--- config.mk ---
export PLATFORM = sky130hd
export DESIGN_NAME = tmr_ctl_port
export DESIGN_NICKNAME = d
export VERILOG_FILES = /design/src/rtl/tmr_pkg.sv /design/src/rtl/tmr_ctl_decode.sv /design/src/rtl/tmr_chan_port.sv /design/src/rtl/tmr_ctl_port.sv
export SDC_FILE = /design/constraint.sdc
export NUM_CORES = 1
export LEC_CHECK = 0
export BUFFER_PORTS_ARGS = -buffer_cell sky130_fd_sc_hd__buf_2
export CAP_MARGIN = 30
export CORE_UTILIZATION = 55
export CTS_CLUSTER_SIZE = 24
export DETAILED_ROUTE_END_ITERATION = 6
export GPL_TIMING_DRIVEN = 0
export PLACE_DENSITY = 0.85
export SKIP_CTS_REPAIR_TIMING = 1
export SYNTH_ARGS = -nofsm -noshare
export SYNTH_HDL_FRONTEND = slang
export SYNTH_SLANG_ARGS = --single-unit
--- constraint.sdc ---
create_clock -name clk -period 2.1 [get_ports clk]
set_input_delay 0.21 -clock clk [delete_from_list [all_inputs] [get_ports clk]]
set_output_delay 0.21 -clock clk [all_outputs]
set_load 0.05 [all_outputs]
--- src/rtl/tmr_pkg.sv ---
// Shared types for the counter programming port.
// Assumes byte-wide bus and 16-bit counters.
package tmr_pkg;
    localparam int BYTE_W = 8;
    localparam int CNT_W  = 2 * BYTE_W;
    localparam int MODE_W = 3;

    typedef enum logic [1:0] {
        ACC_LATCH = 2'd0,   // command-only value; in snapshot state means "none held"
        ACC_LO    = 2'd1,
        ACC_HI    = 2'd2,
        ACC_WORD  = 2'd3
    } acc_e;

    // Fold the two spare mode codes onto the periodic modes.
    function automatic logic [MODE_W-1:0] fold_mode(input logic [MODE_W-1:0] m);
        return (m > 3'd5) ? m - 3'd4 : m;
    endfunction
endpackage

--- src/rtl/tmr_ctl_decode.sv ---
// Command decoder: turns a write to the command address into per-channel
// program, count-snapshot and status-snapshot requests.
// Assumes at most one bus write per cycle; outputs are combinational.
module tmr_ctl_decode
    import tmr_pkg::*;
#(
    parameter int NCH       = 3,
    parameter int CTRL_ADDR = 3
) (
    input  logic              wr_en,
    input  logic [1:0]        addr,
    input  logic [BYTE_W-1:0] wdata,
    output logic [NCH-1:0]    prog,
    output logic [NCH-1:0]    snap_cnt,
    output logic [NCH-1:0]    snap_st,
    output acc_e              new_acc,
    output logic [MODE_W-1:0] new_mode,
    output logic              new_bcd
);
    logic       is_cmd;
    logic [1:0] sel;

    assign is_cmd   = wr_en && (addr == 2'(CTRL_ADDR));
    assign sel      = wdata[7:6];
    assign new_acc  = acc_e'(wdata[5:4]);
    assign new_mode = fold_mode(wdata[3:1]);
    assign new_bcd  = wdata[0];

    // Expand the command byte into per-channel request strobes.
    always_comb begin
        prog     = '0;
        snap_cnt = '0;
        snap_st  = '0;
        if (is_cmd) begin
            for (int i = 0; i < NCH; i++) begin
                if (sel == 2'd3) begin
                    if (wdata[i+1]) begin
                        snap_cnt[i] = !wdata[5];
                        snap_st[i]  = !wdata[4];
                    end
                end else if (int'(sel) == i) begin
                    if (new_acc == ACC_LATCH) snap_cnt[i] = 1'b1;
                    else                      prog[i]     = 1'b1;
                end
            end
        end
    end
endmodule

--- src/rtl/tmr_chan_port.sv ---
// Per-channel state: configuration, byte-order toggles, the low-byte holding
// register for word writes, and the count and status snapshots.
// Assumes a request strobe and a data-port access never hit it in one cycle.
module tmr_chan_port
    import tmr_pkg::*;
(
    input  logic              clk,
    input  logic              rst_n,
    input  logic              prog,
    input  logic              snap_cnt,
    input  logic              snap_st,
    input  acc_e              new_acc,
    input  logic [MODE_W-1:0] new_mode,
    input  logic              new_bcd,
    input  logic              wr_hit,
    input  logic              rd_hit,
    input  logic [BYTE_W-1:0] wdata,
    input  logic [CNT_W-1:0]  live,
    input  logic              out_lvl,
    output logic [BYTE_W-1:0] rd_byte,
    output logic              ld_stb,
    output logic [CNT_W-1:0]  ld_val,
    output logic [MODE_W-1:0] cfg_mode,
    output logic              cfg_bcd,
    output logic              st_held,
    output logic              cnt_held
);
    acc_e              acc_q;
    logic [MODE_W-1:0] mode_q;
    logic              bcd_q;
    logic              wr_hi_q;
    logic              rd_hi_q;
    logic [BYTE_W-1:0] lo_hold_q;
    logic              st_vld_q;
    logic [BYTE_W-1:0] st_q;
    acc_e              cs_q;       // ACC_LATCH means no count snapshot
    logic [CNT_W-1:0]  cl_q;

    assign cfg_mode = mode_q;
    assign cfg_bcd  = bcd_q;
    assign st_held  = st_vld_q;
    assign cnt_held = (cs_q != ACC_LATCH);

    // Select the byte a read returns: status, then snapshot, then live.
    always_comb begin
        if (st_vld_q) begin
            rd_byte = st_q;
        end else if (cs_q == ACC_HI) begin
            rd_byte = cl_q[CNT_W-1:BYTE_W];
        end else if (cs_q != ACC_LATCH) begin
            rd_byte = cl_q[BYTE_W-1:0];
        end else begin
            unique case (acc_q)
                ACC_HI:   rd_byte = live[CNT_W-1:BYTE_W];
                ACC_WORD: rd_byte = rd_hi_q ? live[CNT_W-1:BYTE_W] : live[BYTE_W-1:0];
                default:  rd_byte = live[BYTE_W-1:0];
            endcase
        end
    end

    // Configuration and byte-order state updates.
    always_ff @(posedge clk) begin
        if (!rst_n) begin
            acc_q     <= ACC_WORD;
            mode_q    <= '0;
            bcd_q     <= 1'b0;
            wr_hi_q   <= 1'b0;
            rd_hi_q   <= 1'b0;
            lo_hold_q <= '0;
            ld_stb    <= 1'b0;
            ld_val    <= '0;
        end else begin
            ld_stb <= 1'b0;
            if (prog) begin
                acc_q   <= new_acc;
                mode_q  <= new_mode;
                bcd_q   <= new_bcd;
                wr_hi_q <= 1'b0;
                rd_hi_q <= 1'b0;
            end
            if (wr_hit) begin
                unique case (acc_q)
                    ACC_HI: begin
                        ld_stb <= 1'b1;
                        ld_val <= {wdata, {BYTE_W{1'b0}}};
                    end
                    ACC_WORD: begin
                        if (!wr_hi_q) begin
                            lo_hold_q <= wdata;
                            wr_hi_q   <= 1'b1;
                        end else begin
                            ld_stb  <= 1'b1;
                            ld_val  <= {wdata, lo_hold_q};
                            wr_hi_q <= 1'b0;
                        end
                    end
                    default: begin
                        ld_stb <= 1'b1;
                        ld_val <= {{BYTE_W{1'b0}}, wdata};
                    end
                endcase
            end
            if (rd_hit && !st_vld_q && cs_q == ACC_LATCH && acc_q == ACC_WORD)
                rd_hi_q <= !rd_hi_q;
        end
    end

    // Snapshot capture and release.
    always_ff @(posedge clk) begin
        if (!rst_n) begin
            st_vld_q <= 1'b0;
            st_q     <= '0;
            cs_q     <= ACC_LATCH;
            cl_q     <= '0;
        end else begin
            if (rd_hit) begin
                if (st_vld_q)              st_vld_q <= 1'b0;
                else if (cs_q == ACC_WORD) cs_q     <= ACC_HI;
                else                       cs_q     <= ACC_LATCH;
            end
            if (snap_st && !st_vld_q) begin
                st_vld_q <= 1'b1;
                st_q     <= {out_lvl, 1'b0, acc_q, mode_q, bcd_q};
            end
            if (snap_cnt && cs_q == ACC_LATCH) begin
                cs_q <= acc_q;
                cl_q <= live;
            end
        end
    end
endmodule

--- src/rtl/tmr_ctl_port.sv ---
// Top of the counter programming port: decodes the bus, instantiates one
// channel slice per counter and merges their read bytes and load requests.
// Assumes NCH <= 3, since address 3 is the command register.
module tmr_ctl_port
    import tmr_pkg::*;
#(
    parameter int NCH = 3
) (
    input  logic                  clk,
    input  logic                  rst_n,
    input  logic                  wr_en,
    input  logic                  rd_en,
    input  logic [1:0]            addr,
    input  logic [BYTE_W-1:0]     wdata,
    output logic [BYTE_W-1:0]     rdata,
    input  logic [NCH*CNT_W-1:0]  cnt_live,
    input  logic [NCH-1:0]        out_lvl,
    output logic [NCH-1:0]        load_stb,
    output logic [CNT_W-1:0]      load_val,
    output logic [NCH*MODE_W-1:0] cfg_mode,
    output logic [NCH-1:0]        cfg_bcd
);
    localparam int CTRL_ADDR = 3;

    logic [NCH-1:0]    prog, snap_cnt, snap_st;
    acc_e              new_acc;
    logic [MODE_W-1:0] new_mode;
    logic              new_bcd;
    logic [BYTE_W-1:0] rd_byte [NCH];
    logic [CNT_W-1:0]  ld_val  [NCH];
    logic [NCH-1:0]    st_held_all, cnt_held_all;

    tmr_ctl_decode #(.NCH(NCH), .CTRL_ADDR(CTRL_ADDR)) u_dec (
        .wr_en(wr_en), .addr(addr), .wdata(wdata),
        .prog(prog), .snap_cnt(snap_cnt), .snap_st(snap_st),
        .new_acc(new_acc), .new_mode(new_mode), .new_bcd(new_bcd)
    );

    for (genvar g = 0; g < NCH; g++) begin : g_ch
        tmr_chan_port u_ch (
            .clk(clk), .rst_n(rst_n),
            .prog(prog[g]), .snap_cnt(snap_cnt[g]), .snap_st(snap_st[g]),
            .new_acc(new_acc), .new_mode(new_mode), .new_bcd(new_bcd),
            .wr_hit(wr_en && addr == 2'(g)),
            .rd_hit(rd_en && addr == 2'(g)),
            .wdata(wdata),
            .live(cnt_live[g*CNT_W +: CNT_W]),
            .out_lvl(out_lvl[g]),
            .rd_byte(rd_byte[g]),
            .ld_stb(load_stb[g]),
            .ld_val(ld_val[g]),
            .cfg_mode(cfg_mode[g*MODE_W +: MODE_W]),
            .cfg_bcd(cfg_bcd[g]),
            .st_held(st_held_all[g]),
            .cnt_held(cnt_held_all[g])
        );
    end

    // Route the addressed channel's byte to the bus; command address reads 0.
    always_comb begin
        rdata = '0;
        for (int i = 0; i < NCH; i++)
            if (rd_en && addr == 2'(i)) rdata = rd_byte[i];
    end

    // Present the value of whichever channel is strobing.
    always_comb begin
        load_val = '0;
        for (int i = 0; i < NCH; i++)
            if (load_stb[i]) load_val = ld_val[i];
    end
endmodule

==> run_results.csv <==
group,metric,value,unit
final_layout,final_net_count,1163,
timing,timing.clock.skew,0.00993,ns
critical_path,timing.rr.start,"g_ch[2].u_ch.cs_q[1]$_SDFFE_PN0P_",
synth,post-synth-top-area-fraction,40.6,%
placement,port-buffer-count,97,
critical_path,setup.worst_path.start_class,"flop",
outcome,outcome,"complete, but fails checks",
power_and_ir_drop,total_leakage_power,4.09,nW
detailed_routing,routed_via_density,6.21,
floorplanning,die_area,0.0164,mm2
synth,netlist.top_cell.by_area,"sky130_fd_sc_hd__dfxtp_1",
final_layout,final_layout_size_suffix_gt1_share,26.0,%
detailed_routing,wl_per_cell,20.9,um
final_layout,fillerInstances,1070,
critical_path,critical_path.cell_chain,"buf_6, nand2b_2, o22ai_1, o21a_1, a211oi_4, o221a_2, buf_6",
clocking,clkLatencyLatePin,0.44,ns
global_routing,vias_in_the_first_global_route,7354,
final_layout,n_antenna_cell,0,
timing,setup_repair_after_global_routing_missed_its_margin,"true",
power_and_ir_drop,cellPowerDensity,687,mW/mm2
floorplanning,die_h,128,um
synth,synth_cells,963,
detailed_routing,detail_route.first_pass.iterations,5,
timing,layout_min_cycle_time,2.31,ns
floorplanning,fp.dieW,128,um
outcome,violations_in_the_final_reports,"negative setup slack",
timing,timing.fmax,433,MHz
global_routing,track_usage,31.2,%
critical_path,worst_ep_arrival_time,2.10,ns
critical_path,worstPathMaxFanout,8,
timing,final_setup_violation_count,8,
floorplanning,core_region_area,0.0154,mm2
final_layout,final-instance-count-excl-fill,1320,
timing,tns,-1.21,ns
timing,timing.max_slew.rel_slack,43.9,%
critical_path,critical_path.n_buffers_inverters,2,
timing,hold-worst-slack,0.0394,ns
global_routing,grt_first_pass_wirelength,38900,um
global_routing,antenna_found_initial,0,
critical_path,worst-r2r-cell-count,7,
synth,ys_async_sr_fraction,0,%
global_routing,grt_start_max_net_pins,17,
timing,setup_slack,-0.211,ns
flow_run,max-cap-violations,0,
final_layout,post_route_design_area,0.0108,mm2
clocking,cts.sink_count,177,
synth,synth-warning-count,0,
final_layout,most_frequent_cells_in_the_layout,"sky130_fd_sc_hd__dfxtp_1 (160), sky130_fd_sc_hd__mux2i_1 (116), sky130_fd_sc_hd__nor2b_1 (116), sky130_fd_sc_hd__buf_2 (96), sky130_fd_sc_hd__nand2_1 (81)",
synth,synth_edf_count,0,
critical_path,timing.critical_path.max_delay_family,"compound AO/OA/AOI/OAI gates",
synth,synth-seq-area-share,40.6,%
detailed_routing,route.antenna.remaining_nets,0,
clocking,clkSlewWorstSetupHoldPaths,0.07,ns
timing,worstMarginPinSlew,0.841,ns
clocking,tritoncts,"yes",
global_routing,global_route.overflow_total,0,
critical_path,worst-r2r-setup-slack,0,ns
min_path,hold_crit_path_type,"primary input to flop",
placement,detailed_place_hpwl,17500,um
placement,placed_area,0.00948,mm2
timing,layout_worst_path_cycle_share,110,%
critical_path,criticalPathCategory,"flop to output port",
placement,placed_cells,1271,
final_layout,synthToLayoutAreaGrowth,24.2,%
detailed_routing,detailedRoute.firstIterationViolations,1001,
placement,gp_congestion,0.887,
synth,yosys_register_bits,177,
clocking,ctsLongestPathBuffers,2,
synth,mappedNetlistArea,0.00873,mm2
synth,postSynthAreaPerCell,9.06,um2
power_and_ir_drop,final_total_power,0.00744,W
detailed_routing,detail_route.wirelength,27600,um
synth,yosys_most_used_dff,"sky130_fd_sc_hd__dfxtp_1",
clocking,clk_root_buffer_cell,"sky130_fd_sc_hd__clkbuf_16",
critical_path,timing.critical_path.to_type,"output port",
critical_path,rr_endpoint,"g_ch[2].u_ch.cs_q[1]$_SDFFE_PN0P_",
min_path,worstHoldStart,"out_lvl[0]",
floorplanning,boundaryPins,104,
clocking,h_tree_level_count,4,
timing,slew_viol_final,0,
clocking,cts-buffers-inserted,17,
min_path,min_delay_path_depth,3,
detailed_routing,count_of_vias_placed_by_the_detailed_router,8202,
detailed_routing,drc,0,
min_path,endpoint_with_the_worst_hold_slack,"g_ch[0].u_ch.st_q[7]$_SDFFE_PN0P_",
synth,synth.net_count,1028,
final_layout,most_common_cell_after_layout_fill_and_taps_aside,"sky130_fd_sc_hd__dfxtp_1",
floorplanning,initial_core_util,56.8,%
critical_path,crit_path_top_delay_cell,"sky130_fd_sc_hd__dfxtp_2",
timing,finalHoldViolCount,0,
synth,synth_cell_type_count,63,
critical_path,critical_path.most_common_cell,"sky130_fd_sc_hd__buf_6",
floorplanning,cell_row_count,45,
critical_path,required,1.89,ns
power_and_ir_drop,vdd_ir_drop_max,0.636,mV
critical_path,crit_path_max_incr_delay,0.32,ns
synth,ys_top_cells_by_area,"sky130_fd_sc_hd__dfxtp_1 (41%), sky130_fd_sc_hd__mux2i_1 (13%), sky130_fd_sc_hd__nor2b_1 (8.5%), sky130_fd_sc_hd__nand2_1 (3.6%), sky130_fd_sc_hd__a221oi_1 (3.1%)",
worst max path at each step:
| stage | end | cells after the start | start | slack [ns] |
|---|---|---|---|---|
| floorplan | load_val[0] | 3 | g_ch[1].u_ch.ld_stb$_SDFF_PN0_ | 0.05 |
| global placement | rdata[0] | 8 | addr[0] | -0.38 |
| detailed placement | rdata[0] | 8 | addr[0] | -0.35 |
| CTS | rdata[0] | 7 | g_ch[0].u_ch.acc_q[0]$_SDFFE_PN1P_ | -0.90 |
| global route | rdata[7] | 7 | g_ch[2].u_ch.cs_q[0]$_SDFFE_PN0P_ | -0.22 |
| finish | rdata[5] | 7 | g_ch[0].u_ch.cs_q[0]$_SDFFE_PN0P_ | -0.21 |
cells in the mapped netlist, types with 2 or more instances:
cell type / count
sky130_fd_sc_hd__or2_2: 3
sky130_fd_sc_hd__and2_1: 6
sky130_fd_sc_hd__o2111ai_1: 2
sky130_fd_sc_hd__clkbuf_8: 2
sky130_fd_sc_hd__o211ai_1: 4
sky130_fd_sc_hd__nand2_1: 83
sky130_fd_sc_hd__clkinv_1: 2
sky130_fd_sc_hd__nor2b_1: 118
sky130_fd_sc_hd__nor3b_1: 16
sky130_fd_sc_hd__o32ai_1: 4
sky130_fd_sc_hd__a221oi_1: 31
sky130_fd_sc_hd__clkbuf_1: 55
sky130_fd_sc_hd__buf_4: 14
sky130_fd_sc_hd__dfxtp_1: 177
sky130_fd_sc_hd__nand3_1: 32
sky130_fd_sc_hd__o211a_1: 10
sky130_fd_sc_hd__o21ai_0: 25
sky130_fd_sc_hd__and3b_2: 2
sky130_fd_sc_hd__nor2_4: 2
sky130_fd_sc_hd__mux2i_1: 117
sky130_fd_sc_hd__buf_2: 13
sky130_fd_sc_hd__nor2_1: 46
sky130_fd_sc_hd__nor3b_2: 3
sky130_fd_sc_hd__a22oi_1: 4
sky130_fd_sc_hd__o22ai_1: 2
sky130_fd_sc_hd__o21a_1: 11
sky130_fd_sc_hd__nor4_1: 2
sky130_fd_sc_hd__inv_1: 16
sky130_fd_sc_hd__o21ai_1: 3
sky130_fd_sc_hd__nand2b_1: 5
sky130_fd_sc_hd__buf_6: 4
sky130_fd_sc_hd__o221a_2: 4
sky130_fd_sc_hd__and3_1: 14
sky130_fd_sc_hd__a31oi_1: 7
sky130_fd_sc_hd__a211o_1: 10
sky130_fd_sc_hd__a21oi_1: 31
sky130_fd_sc_hd__a21boi_0: 29
sky130_fd_sc_hd__nor3_1: 13
sky130_fd_sc_hd__or3_1: 3
sky130_fd_sc_hd__o221ai_1: 4
sky130_fd_sc_hd__and4_1: 4
sky130_fd_sc_hd__a211oi_1: 8
sky130_fd_sc_hd__nand3b_1: 2
routing by layer:
metal / track usage [%] / routed length, um / up-vias
li1: - / - / 3667
met1: 40.2 / 11200 / 3912
met2: 48.6 / 12800 / 504
met3: 8.43 / 2600 / 119
met4: 14.6 / 1070 / 0
met5: 0 / 0 / -
registers in the layout (all words and copies together), names as in the netlist:
signal,cells
g_ch.u_ch.lo_hold_q,24
g_ch.u_ch.cs_q,6
g_ch.u_ch.cfg_bcd,3
g_ch.u_ch.ld_val,48
g_ch.u_ch.st_held,3
g_ch.u_ch.cl_q,48
g_ch.u_ch.acc_q,6
g_ch.u_ch.wr_hi_q,3
g_ch.u_ch.st_q,21
g_ch.u_ch.cfg_mode,9
g_ch.u_ch.ld_stb,3
g_ch.u_ch.rd_hi_q,3
metrics by stage:
stage	worst slack, ns	utilization, %
global route	-0.218	70.5
floorplan	0.0455	-
global placement	-0.376	61.7
finish	-0.211	70.5
CTS	-0.905	65.5
detailed placement	-0.354	61.7
power by group:
part | total, W | switching [W] | leakage [nW] | internal (W)
clock | 0.00321 | 0.00134 | 0.288 | 0.00187
sequential | 0.00343 | 0.0000383 | 1.43 | 0.00340
combinational | 0.000794 | 0.000468 | 2.37 | 0.000326
worst register-to-register path, delay by kind of cell, from the launching register on:
| family | cells | cell delay, ns |
|---|---|---|
| simple gates | 3 | 0.70 |
| buf+inv | 2 | 0.57 |
| compound gates | 2 | 0.34 |
| flops | 1 | 0.36 |
logic make-up (layout without fill, tap and decap cells):
logic type | after synthesis | after routing | synth area share [%]
AND/OR/NAND/NOR | 367 | 368 | 23.6
multiplexers | 118 | 118 | 13.5
AO/OA/AOI/OAI | 194 | 194 | 16.1
buffers and inverters | 107 | 252 | 6.15
flip-flops | 177 | 177 | 40.6
cell type report:
type	count	area, um2	share of cell area, %
Timing Repair Buffer	121	761	7.02
Sequential cell	177	3580	33.0
Buffer	83	528	4.87
Multi-Input combinational cell	680	5050	46.5
Inverter	18	71.3	0.658
Clock buffer	22	484	4.47
Clock inverter	8	104	0.958
Tap cell	211	264	2.44
(Power assumes the default switching activity.)
